--- config.mk ---
export PLATFORM = sky130hd
export DESIGN_NAME = secirq_router
export DESIGN_NICKNAME = d
export VERILOG_FILES = /design/src/rtl/secirq_pkg.sv /design/src/rtl/secirq_decode.sv /design/src/rtl/secirq_gather.sv /design/src/rtl/secirq_router.sv
export SDC_FILE = /design/constraint.sdc
export NUM_CORES = 1
export LEC_CHECK = 0
export ABC_AREA = 1
export BUFFER_PORTS_ARGS = -buffer_cell sky130_fd_sc_hd__buf_4
export CORE_UTILIZATION = 50
export DETAILED_ROUTE_END_ITERATION = 10
export HOLD_SLACK_MARGIN = 0.08
export PLACE_DENSITY = 0.79
export SLEW_MARGIN = 20
export SYNTH_ARGS = -nofsm -noshare
export SYNTH_HDL_FRONTEND = slang
export SYNTH_SLANG_ARGS = --single-unit
export TNS_END_PERCENT = 10
--- constraint.sdc ---
create_clock -name clk -period 1.35 [get_ports clk]
set_input_delay 0.135 -clock clk [delete_from_list [all_inputs] [get_ports clk]]
set_output_delay 0.135 -clock clk [all_outputs]
set_load 0.01 [all_outputs]
--- src/rtl/secirq_pkg.sv ---
// Package: shared encodings, register offsets and the controller-to-bit
// placement used by every module of the protection interrupt router.
// Assumes byte addressing with 32-bit aligned registers.
package secirq_pkg;

    typedef enum logic [1:0] {
        SZ_BYTE = 2'd0,
        SZ_HALF = 2'd1,
        SZ_WORD = 2'd2,
        SZ_RSVD = 2'd3
    } acc_size_e;

    typedef enum logic [2:0] {
        RG_NONE,
        RG_STATUS,
        RG_CLEAR,
        RG_ENABLE,
        RG_BSTAT,
        RG_BCLEAR,
        RG_BENABLE
    } reg_sel_e;

    localparam logic [11:0] OFF_STATUS  = 12'h020;
    localparam logic [11:0] OFF_CLEAR   = 12'h024;
    localparam logic [11:0] OFF_ENABLE  = 12'h028;
    localparam logic [11:0] OFF_BSTAT   = 12'h040;
    localparam logic [11:0] OFF_BCLEAR  = 12'h044;
    localparam logic [11:0] OFF_BENABLE = 12'h048;

    // Bit position of controller idx inside the packed words.
    function automatic int lane_bit(input int idx, input int n_int, input int n_apbx,
                                    input int b_int, input int b_apbx, input int b_ahbx);
        if (idx < n_int)
            return b_int + idx;
        else if (idx < n_int + n_apbx)
            return b_apbx + idx - n_int;
        else
            return b_ahbx + idx - n_int - n_apbx;
    endfunction

    // Controller owning packed bit b, or -1 when the bit is unused.
    function automatic int lane_owner(input int b, input int n_int, input int n_apbx,
                                      input int n_ahbx, input int b_int, input int b_apbx,
                                      input int b_ahbx);
        for (int i = 0; i < n_int + n_apbx + n_ahbx; i++) begin
            if (lane_bit(i, n_int, n_apbx, b_int, b_apbx, b_ahbx) == b)
                return i;
        end
        return -1;
    endfunction

    // Mask of all packed bits that carry a controller.
    function automatic logic [31:0] lane_mask(input int n_int, input int n_apbx,
                                              input int n_ahbx, input int b_int,
                                              input int b_apbx, input int b_ahbx);
        logic [31:0] m;
        m = '0;
        for (int i = 0; i < n_int + n_apbx + n_ahbx; i++)
            m[lane_bit(i, n_int, n_apbx, b_int, b_apbx, b_ahbx)] = 1'b1;
        return m;
    endfunction

endpackage

--- src/rtl/secirq_decode.sv ---
// Module: turns the word part of a bus address into a register select.
// Assumes the byte-lane bits have already been stripped by the caller.
module secirq_decode
    import secirq_pkg::*;
#(
    parameter int ADDR_W = 12,
    parameter int LANE_AW = 2
) (
    input  logic [ADDR_W-LANE_AW-1:0] word_addr,
    output reg_sel_e                  sel_o
);

    localparam int WA_W = ADDR_W - LANE_AW;

    // Compare the word address against every implemented offset.
    always_comb begin
        if (word_addr == WA_W'(OFF_STATUS >> LANE_AW))
            sel_o = RG_STATUS;
        else if (word_addr == WA_W'(OFF_CLEAR >> LANE_AW))
            sel_o = RG_CLEAR;
        else if (word_addr == WA_W'(OFF_ENABLE >> LANE_AW))
            sel_o = RG_ENABLE;
        else if (word_addr == WA_W'(OFF_BSTAT >> LANE_AW))
            sel_o = RG_BSTAT;
        else if (word_addr == WA_W'(OFF_BCLEAR >> LANE_AW))
            sel_o = RG_BCLEAR;
        else if (word_addr == WA_W'(OFF_BENABLE >> LANE_AW))
            sel_o = RG_BENABLE;
        else
            sel_o = RG_NONE;
    end

endmodule

--- src/rtl/secirq_gather.sv ---
// Module: places a per-controller vector into the sparse packed layout.
// Assumes every group base lies inside DATA_W; unused bits are driven low.
module secirq_gather
    import secirq_pkg::*;
#(
    parameter int N_INT  = 2,
    parameter int N_APBX = 4,
    parameter int N_AHBX = 4,
    parameter int B_INT  = 0,
    parameter int B_APBX = 4,
    parameter int B_AHBX = 20,
    parameter int DATA_W = 32
) (
    input  logic [N_INT+N_APBX+N_AHBX-1:0] ctl_i,
    output logic [DATA_W-1:0]              packed_o
);

    // One generate step per packed bit: route its owner or tie it low.
    for (genvar b = 0; b < DATA_W; b++) begin : g_bit
        localparam int OWNER = lane_owner(b, N_INT, N_APBX, N_AHBX, B_INT, B_APBX, B_AHBX);
        if (OWNER >= 0) begin : g_used
            assign packed_o[b] = ctl_i[OWNER];
        end else begin : g_free
            assign packed_o[b] = 1'b0;
        end
    end

endmodule

--- src/rtl/secirq_router.sv ---
// Module: protection interrupt status and control router (top).
// Samples each gate controller's status line, holds the enable and
// bridge enable registers, pulses per-controller clears and serves a
// simple request bus with one-cycle read latency.
// Assumes byte addresses, word-aligned registers and a single clock.
module secirq_router
    import secirq_pkg::*;
#(
    parameter int N_INT       = 2,
    parameter int N_APBX      = 4,
    parameter int N_AHBX      = 4,
    parameter int B_INT       = 0,
    parameter int B_APBX      = 4,
    parameter int B_AHBX      = 20,
    parameter int ADDR_W      = 12,
    parameter int DATA_W      = 32,
    parameter logic [31:0] BRG_EN_MASK = 32'hFFFF_0000
) (
    input  logic                            clk,
    input  logic                            rst_n,
    input  logic                            bus_sel,
    input  logic                            bus_wr,
    input  logic [ADDR_W-1:0]               bus_addr,
    input  logic [1:0]                      bus_size,
    input  logic [DATA_W-1:0]               bus_wdata,
    output logic [DATA_W-1:0]               bus_rdata,
    input  logic [N_INT+N_APBX+N_AHBX-1:0]  gate_irq_status,
    output logic [N_INT+N_APBX+N_AHBX-1:0]  gate_irq_enable,
    output logic [N_INT+N_APBX+N_AHBX-1:0]  gate_irq_clear
);

    localparam int N_CTRL  = N_INT + N_APBX + N_AHBX;
    localparam int LANE_AW = $clog2(DATA_W / 8);
    localparam logic [DATA_W-1:0] LANE_MASK =
        DATA_W'(lane_mask(N_INT, N_APBX, N_AHBX, B_INT, B_APBX, B_AHBX));
    localparam logic [DATA_W-1:0] BRG_MASK  = DATA_W'(BRG_EN_MASK);
    localparam logic [DATA_W-1:0] BYTE_M    = DATA_W'(16'h00FF);
    localparam logic [DATA_W-1:0] HALF_M    = DATA_W'(16'hFFFF);

    reg_sel_e              sel_w;
    acc_size_e             size_w;
    logic                  word_wr;
    logic                  rd_req;
    logic [N_CTRL-1:0]     wr_lanes;
    logic [N_CTRL-1:0]     status_q;
    logic [N_CTRL-1:0]     enable_q;
    logic [N_CTRL-1:0]     clear_q;
    logic [DATA_W-1:0]     bren_q;
    logic [DATA_W-1:0]     status_pk;
    logic [DATA_W-1:0]     enable_pk;
    logic [DATA_W-1:0]     word_val;
    logic [DATA_W-1:0]     shifted;
    logic [DATA_W-1:0]     rd_val;
    logic [DATA_W-1:0]     rdata_q;
    logic                  unused_wdata;

    // Address decode of the word part of the request.
    secirq_decode #(
        .ADDR_W (ADDR_W),
        .LANE_AW(LANE_AW)
    ) dec_i (
        .word_addr(bus_addr[ADDR_W-1:LANE_AW]),
        .sel_o    (sel_w)
    );

    // Packed views of the sampled status and stored enable vectors.
    secirq_gather #(
        .N_INT(N_INT), .N_APBX(N_APBX), .N_AHBX(N_AHBX),
        .B_INT(B_INT), .B_APBX(B_APBX), .B_AHBX(B_AHBX), .DATA_W(DATA_W)
    ) gat_status_i (
        .ctl_i   (status_q),
        .packed_o(status_pk)
    );

    secirq_gather #(
        .N_INT(N_INT), .N_APBX(N_APBX), .N_AHBX(N_AHBX),
        .B_INT(B_INT), .B_APBX(B_APBX), .B_AHBX(B_AHBX), .DATA_W(DATA_W)
    ) gat_enable_i (
        .ctl_i   (enable_q),
        .packed_o(enable_pk)
    );

    // Qualify the request: only full-word writes change state.
    assign size_w  = acc_size_e'(bus_size);
    assign word_wr = bus_sel & bus_wr & (size_w == SZ_WORD);
    assign rd_req  = bus_sel & ~bus_wr;

    // Pick each controller's bit out of the write data.
    for (genvar g = 0; g < N_CTRL; g++) begin : g_lane
        localparam int LB = lane_bit(g, N_INT, N_APBX, B_INT, B_APBX, B_AHBX);
        assign wr_lanes[g] = bus_wdata[LB];
    end

    // Write-data bits that no register keeps.
    assign unused_wdata = ^(bus_wdata & ~(LANE_MASK | BRG_MASK));

    // Sample the level status inputs every cycle.
    always_ff @(posedge clk) begin
        if (!rst_n)
            status_q <= '0;
        else
            status_q <= gate_irq_status;
    end

    // Enable register, one bit per controller.
    always_ff @(posedge clk) begin
        if (!rst_n)
            enable_q <= '0;
        else if (word_wr && sel_w == RG_ENABLE)
            enable_q <= wr_lanes;
    end

    // Clear pulse, high for the single cycle after a clear write.
    always_ff @(posedge clk) begin
        if (!rst_n)
            clear_q <= '0;
        else if (word_wr && sel_w == RG_CLEAR)
            clear_q <= wr_lanes;
        else
            clear_q <= '0;
    end

    // Bridge interrupt enable, upper half only.
    always_ff @(posedge clk) begin
        if (!rst_n)
            bren_q <= '0;
        else if (word_wr && sel_w == RG_BENABLE)
            bren_q <= bus_wdata & BRG_MASK;
    end

    // Read multiplexer over the implemented offsets.
    always_comb begin
        case (sel_w)
            RG_STATUS:  word_val = status_pk;
            RG_ENABLE:  word_val = enable_pk;
            RG_BENABLE: word_val = bren_q;
            default:    word_val = '0;
        endcase
    end

    // Narrow reads: shift the addressed byte lane down and trim.
    always_comb begin
        shifted = word_val >> {bus_addr[LANE_AW-1:0], 3'b000};
        case (size_w)
            SZ_BYTE: rd_val = shifted & BYTE_M;
            SZ_HALF: rd_val = shifted & HALF_M;
            default: rd_val = word_val;
        endcase
    end

    // Register the read data; it holds until the next read.
    always_ff @(posedge clk) begin
        if (!rst_n)
            rdata_q <= '0;
        else if (rd_req)
            rdata_q <= rd_val;
    end

    assign bus_rdata       = rdata_q;
    assign gate_irq_enable = enable_q;
    assign gate_irq_clear  = clear_q;

endmodule

---- Word-level counts from Yosys, hierarchy flattened ----
Cells that the tools add are included.
storage, ports and cells
  bits in registers ....................... 78
  latch bits .............................. 0
  bits in writable memories ............... 0
  bits in read-only memories .............. 0
  input port bits ......................... 60
  output and inout port bits .............. 52
  logic and storage cells ................. 35
  memories ................................ 0
cells by class
  add/subtract/negate cells ............... 0
  $mul .................................... 0
  div/mod/pow operators ................... 0
  magnitude comparators ................... 0
  equal/unequal tests ..................... 12
  shift-type cells ........................ 1
  mux-type cells .......................... 8
  bitwise logic cells ..................... 4
  reductions and logical operators ........ 5
operators with widths
  kind                 count
  $pmux 32 s3          1
  $pmux 32 s2          1
  $shr 32x5->16        1
  $eq 10x4->1 const B  3
  $eq 10x5->1 const B  3
  $mux 3               6
  $eq 3x2->1 const B   2
  $and 1x1->1          3
  $eq 3x1->1 const B   1
  $eq 3x3->1 const B   1
  $logic_and 1x1->1    3
  $eq 2x1->1 const B   1
  $eq 2x2->1 const B   1
  $logic_not 2->1      1
  $reduce_and 2->1     1
  $not 1->1            1

---- Depth between registers and ports, before layout ----
  depth after elaboration ................. 11
  gate-level depth with buffers ........... 11

---- Hierarchy ----
Synthesis repeated with hierarchy kept, for this count alone.
second synthesis, totals
  cells, all modules ...................... 672
  area total of the unflattened synthesis .. 4440.5 um^2
modules (own cells, without submodules)
  module         times used  cells each  area each (um^2)
  secirq_router  1           574         3813.7
  secirq_gather  2           33          244.0
  secirq_decode  1           32          138.9

---- Worst setup path before layout ----
OpenSTA, ideal clock, no wires.
  kind .................................... input-to-reg
  start point ............................. input bus_addr[11]
  end point ............................... register bren_q[19]
  setup time .............................. 119 ps
  arrival ................................. 1034 ps
  required time ........................... 1231 ps
  slack ................................... 197 ps
  stages on the path ...................... 9
  path buffers ............................ 1
  path through ............................ nor2_4 -> nand2_2 -> nor2_4 -> nand2_4 -> inv_6 -> nand2_1 -> buf_2 -> o21ai_0 -> a21oi_1
on the way
  word-level cells in the longest chain between the ends .. 9
  elaborated cells between the ends (all ways) .. 14
RTL lines
  element                RTL line              source
  from (decl)            secirq_router.sv:23   input logic [ADDR_W-1:0] bus_addr,
  $eq 10x5->1            secirq_decode.sv:27   else if (word_addr == WA_W'(OFF_BENABLE >> LANE_AW))
  $mux 3                 secirq_decode.sv:27
  $mux 3                 secirq_decode.sv:25   else if (word_addr == WA_W'(OFF_BCLEAR >> LANE_AW))
  $mux 3                 secirq_decode.sv:23   else if (word_addr == WA_W'(OFF_BSTAT >> LANE_AW))
  $mux 3                 secirq_decode.sv:21   else if (word_addr == WA_W'(OFF_ENABLE >> LANE_AW))
  $mux 3                 secirq_decode.sv:19   else if (word_addr == WA_W'(OFF_CLEAR >> LANE_AW))
  $mux 3 (*)             secirq_decode.sv:17   if (word_addr == WA_W'(OFF_STATUS >> LANE_AW))
  $eq 3x3->1 (*)         secirq_router.sv:127  else if (word_wr && sel_w == RG_BENABLE)
  $logic_and 1x1->1 (*)  secirq_router.sv:127
  to (signal assigned)   secirq_router.sv:128  bren_q <= bus_wdata & BRG_MASK;
  to (decl)              secirq_router.sv:48   logic [DATA_W-1:0] bren_q;
Every way passes the cells marked *; elsewhere a longest branch is shown, timed or not.
A chain may end at the register's enable or synchronous reset.

---- Worst setup path after layout ----
  start point ............................. input bus_addr[11]
  end point ............................... register bren_q[21]
Same word-level chain as after synthesis.

==> metrics.md <==
| Metric | Value |
|---|---|
| Fillers | `480` |
| Worst slew margin | `70.7%` |
| Final Core Density | `76.5%` |
| Syn nets | `512` |
| Number of synthesis warnings | `0` |
| Storage element area | `1560 µm²` |
| Clk slew on worst S/H paths | `0.08 ns` |
| Synth-to-Final Area Change | `46.8%` |
| Starting Density | `52.1%` |
| Hold Path End | `bren_q[28]` |
| Reg-to-reg setup timing slack | `0.24 ns` |
| GP Congestion | `0.874` |
| Placement Cell Area | `4360 µm²` |
| Most common cell after layout, fill and taps aside | `buf_4` |
| 1st-iter DRT viols | `150` |
| H-tree Lvls | `3` |
| Reg-to-Reg Start | `bren_q[19]` |
| Synthesized flop and latch total | `78` |
| Worst Skew | `0.00892 ns` |
| FP Rows | `29` |
| Class of the most critical hold timing path | `in -> reg` |
| Number of global-route vias before repair | `3,498` |
| Synthesized area per cell | `7.32 µm²` |
| First-pass GRT wire length | `15.6 mm` |
| Die W | `83.3 µm` |
| Post-Route WL | `9.28 mm` |
| Synth area leader | `dfxtp_1` |
| Post-DP HPWL | `6.52 mm` |
| Final setup violation count | `0` |
| Synth top area share | `47.2%` |
| Clock latency at the later pin of the worst-skew pair | `0.35 ns` |
| Leakage | `0.00221 µW` |
| Hold Path Depth | `3` |
| DIE HEIGHT | `83.3 µm` |
| Diode count | `0` |
| Worst Min Path Start | `bus_wdata[28]` |
| Buffer levels on the longest clock path | `2` |
| Largest net degree at the start of global routing | `44` |
| Critical path type | `in -> reg` |
| Tot Pwr | `4440 µW` |
| Via Count | `3,529` |
| IO buf count | `101` |
| Cells after Synth | `452` |
| Worst Max-Slew Pin Slew | `0.439 ns` |
| Total GRT Usage | `28.2%` |
| CTS sink cnt | `78` |
| Post-Syn Area | `3310 µm²` |
| TritonCTS clock tree | `done` |
| Peak supply drop | `0.786 mV` |
| Yosys cell types | `28` |
| Critical Path Source Type | `primary input` |
| Num CTS Buffers | `9` |
| CTS root buf | `clkbuf_8` |
| Multi-input gate area | `1460 µm²` |
| Post-route cell area | `4860 µm²` |
| R2r worst-path depth | `6` |
| Max_cap viols | `0` |
| CP max FO | `11` |
| Most frequent cells in the layout | `buf_4 (136), nand2_1 (121), dfxtp_1 (78), a21oi_1 (57), nand3_1 (46)` |
| Fin. Hold Viols | `0` |
| Gr ovfl total | `0` |
| Run status | `finished, final reports clean` |
| Pwr dens | `914 nW/µm²` |
| IO Count | `112` |
| DRC errors left | `0` |
| Fin. max-slew vios | `0` |
| Final period utilization | `82.8%` |
| CTS-repair resized insts | `0` |
| Core area | `6350 µm²` |
| Drt wl/cell | `13.4 µm` |
| RR Endpoint | `bus_rdata[11]` |
| Detail Route Antenna Nets | `0` |
| Nature of the critical path endpoint | `flip-flop` |
| Synth area leaders | `dfxtp_1 (47%), nand2_1 (14%), a21oi_1 (8.6%), nand3_1 (7.0%), inv_1 (4.8%)` |
| WHS | `0.111 ns` |
| Worst Path Arrival | `1.34 ns` |
| Critical path required time | `1.57 ns` |
| Seq/Total Area, Yosys | `47.2%` |
| Vias per cell | `5.09` |
| Post-layout min period | `1.12 ns` |
| Initial antenna violation count | `0` |
| Final nets | `671` |
| Share of layout cells above drive strength 1 | `28.6%` |
| RSZ-0062 raised after global routing | `false` |
| Fmax | `894 MHz` |
| Die area | `6940 µm²` |
| Router iterations before antenna repair | `5` |
-- sequential cells by signal, indices dropped and copies added (netlist names) --
name             cells
bren_q              16
status_q            10
gate_irq_enable     10
bus_rdata           32
gate_irq_clear      10
-- cells by family after synthesis --
kind of cell / after synthesis / synth area share [%]
AND/OR/NAND/NOR: 213 / 29.2
AO/OA/AOI/OAI: 93 / 14.8
flip-flops: 78 / 47.2
buffers and inverters: 68 / 8.74
-- report_power, final --
| group | internal, µW | switching (µW) |
|---|---|---|
| Combinational | 226 | 215 |
| Sequential | 2320 | 6.37 |
| Clock | 840 | 829 |
-- repair_timing --
| action | CTS | global route |
|---|---|---|
| hold endpoints to repair | 44 | 0 |
| buffers inserted | 0 | 0 |
| hold buffers | 31 | 0 |
-- how the worst max path moves through the flow --
stage	depth (start not counted)	endpoint	start	slack (ns)
6_report	10	bren_q[21]	bus_addr[11]	0.23
5_1_grt	6	bus_rdata[14]	gate_irq_enable[8]	0.10
4_1_cts	6	bus_rdata[11]	bren_q[19]	0.26
3_5_place_dp	10	bren_q[26]	bus_addr[11]	-0.11
3_3_place_gp	10	bren_q[24]	bus_addr[11]	-0.05
2_1_floorplan	9	bren_q[19]	bus_addr[11]	0.20
-- worst max-delay path: stages --
cell	delay, ns
buf_4	0.12
nor2_4	0.12
nand2_2	0.09
nor2_4	0.12
nand2_4	0.10
inv_6	0.10
nand2_1	0.20
buf_4	0.22
nand2_1	0.06
a21oi_1	0.06
-- cell usage after synthesis (all sizes together) --
| cell | n |
|---|---|
| o22ai | 1 |
| dfxtp | 78 |
| a311oi | 1 |
| a31oi | 6 |
| buf | 12 |
| inv | 47 |
| o21ai | 26 |
| o211ai | 1 |
| nand4 | 6 |
| or2 | 1 |
| nand3 | 46 |
| a21oi | 58 |
| clkbuf | 9 |
| nand2 | 126 |
| nor2 | 33 |
| nor3 | 1 |
-- per-layer routing --
layer,global-route usage (%),wire (µm),vias to the layer above
li1,-,-,1781
met1,31.0,3730,1586
met2,49.7,4660,125
met3,5.96,488,37
met4,16.8,405,0
met5,0,0,-
-- stage by stage --
step                cells  setup slack (ns)  setup TNS, ns
finish                693             0.232              0
CTS                   693             0.256              0
floorplan             452             0.197              0
detailed placement    646            -0.114          -2.57
global route          693             0.104              0
global placement      646           -0.0532         -0.789
-- layout make-up --
cell class	instances	share of cell area, %
Sequential cell	78	32.2
Multi-Input combinational cell	306	30.0
Timing Repair Buffer	169	28.2
Inverter	47	3.74
Clock buffer	9	2.55
Tap cell	77	1.98
Clock inverter	7	1.34
(Power assumes the default switching activity.)
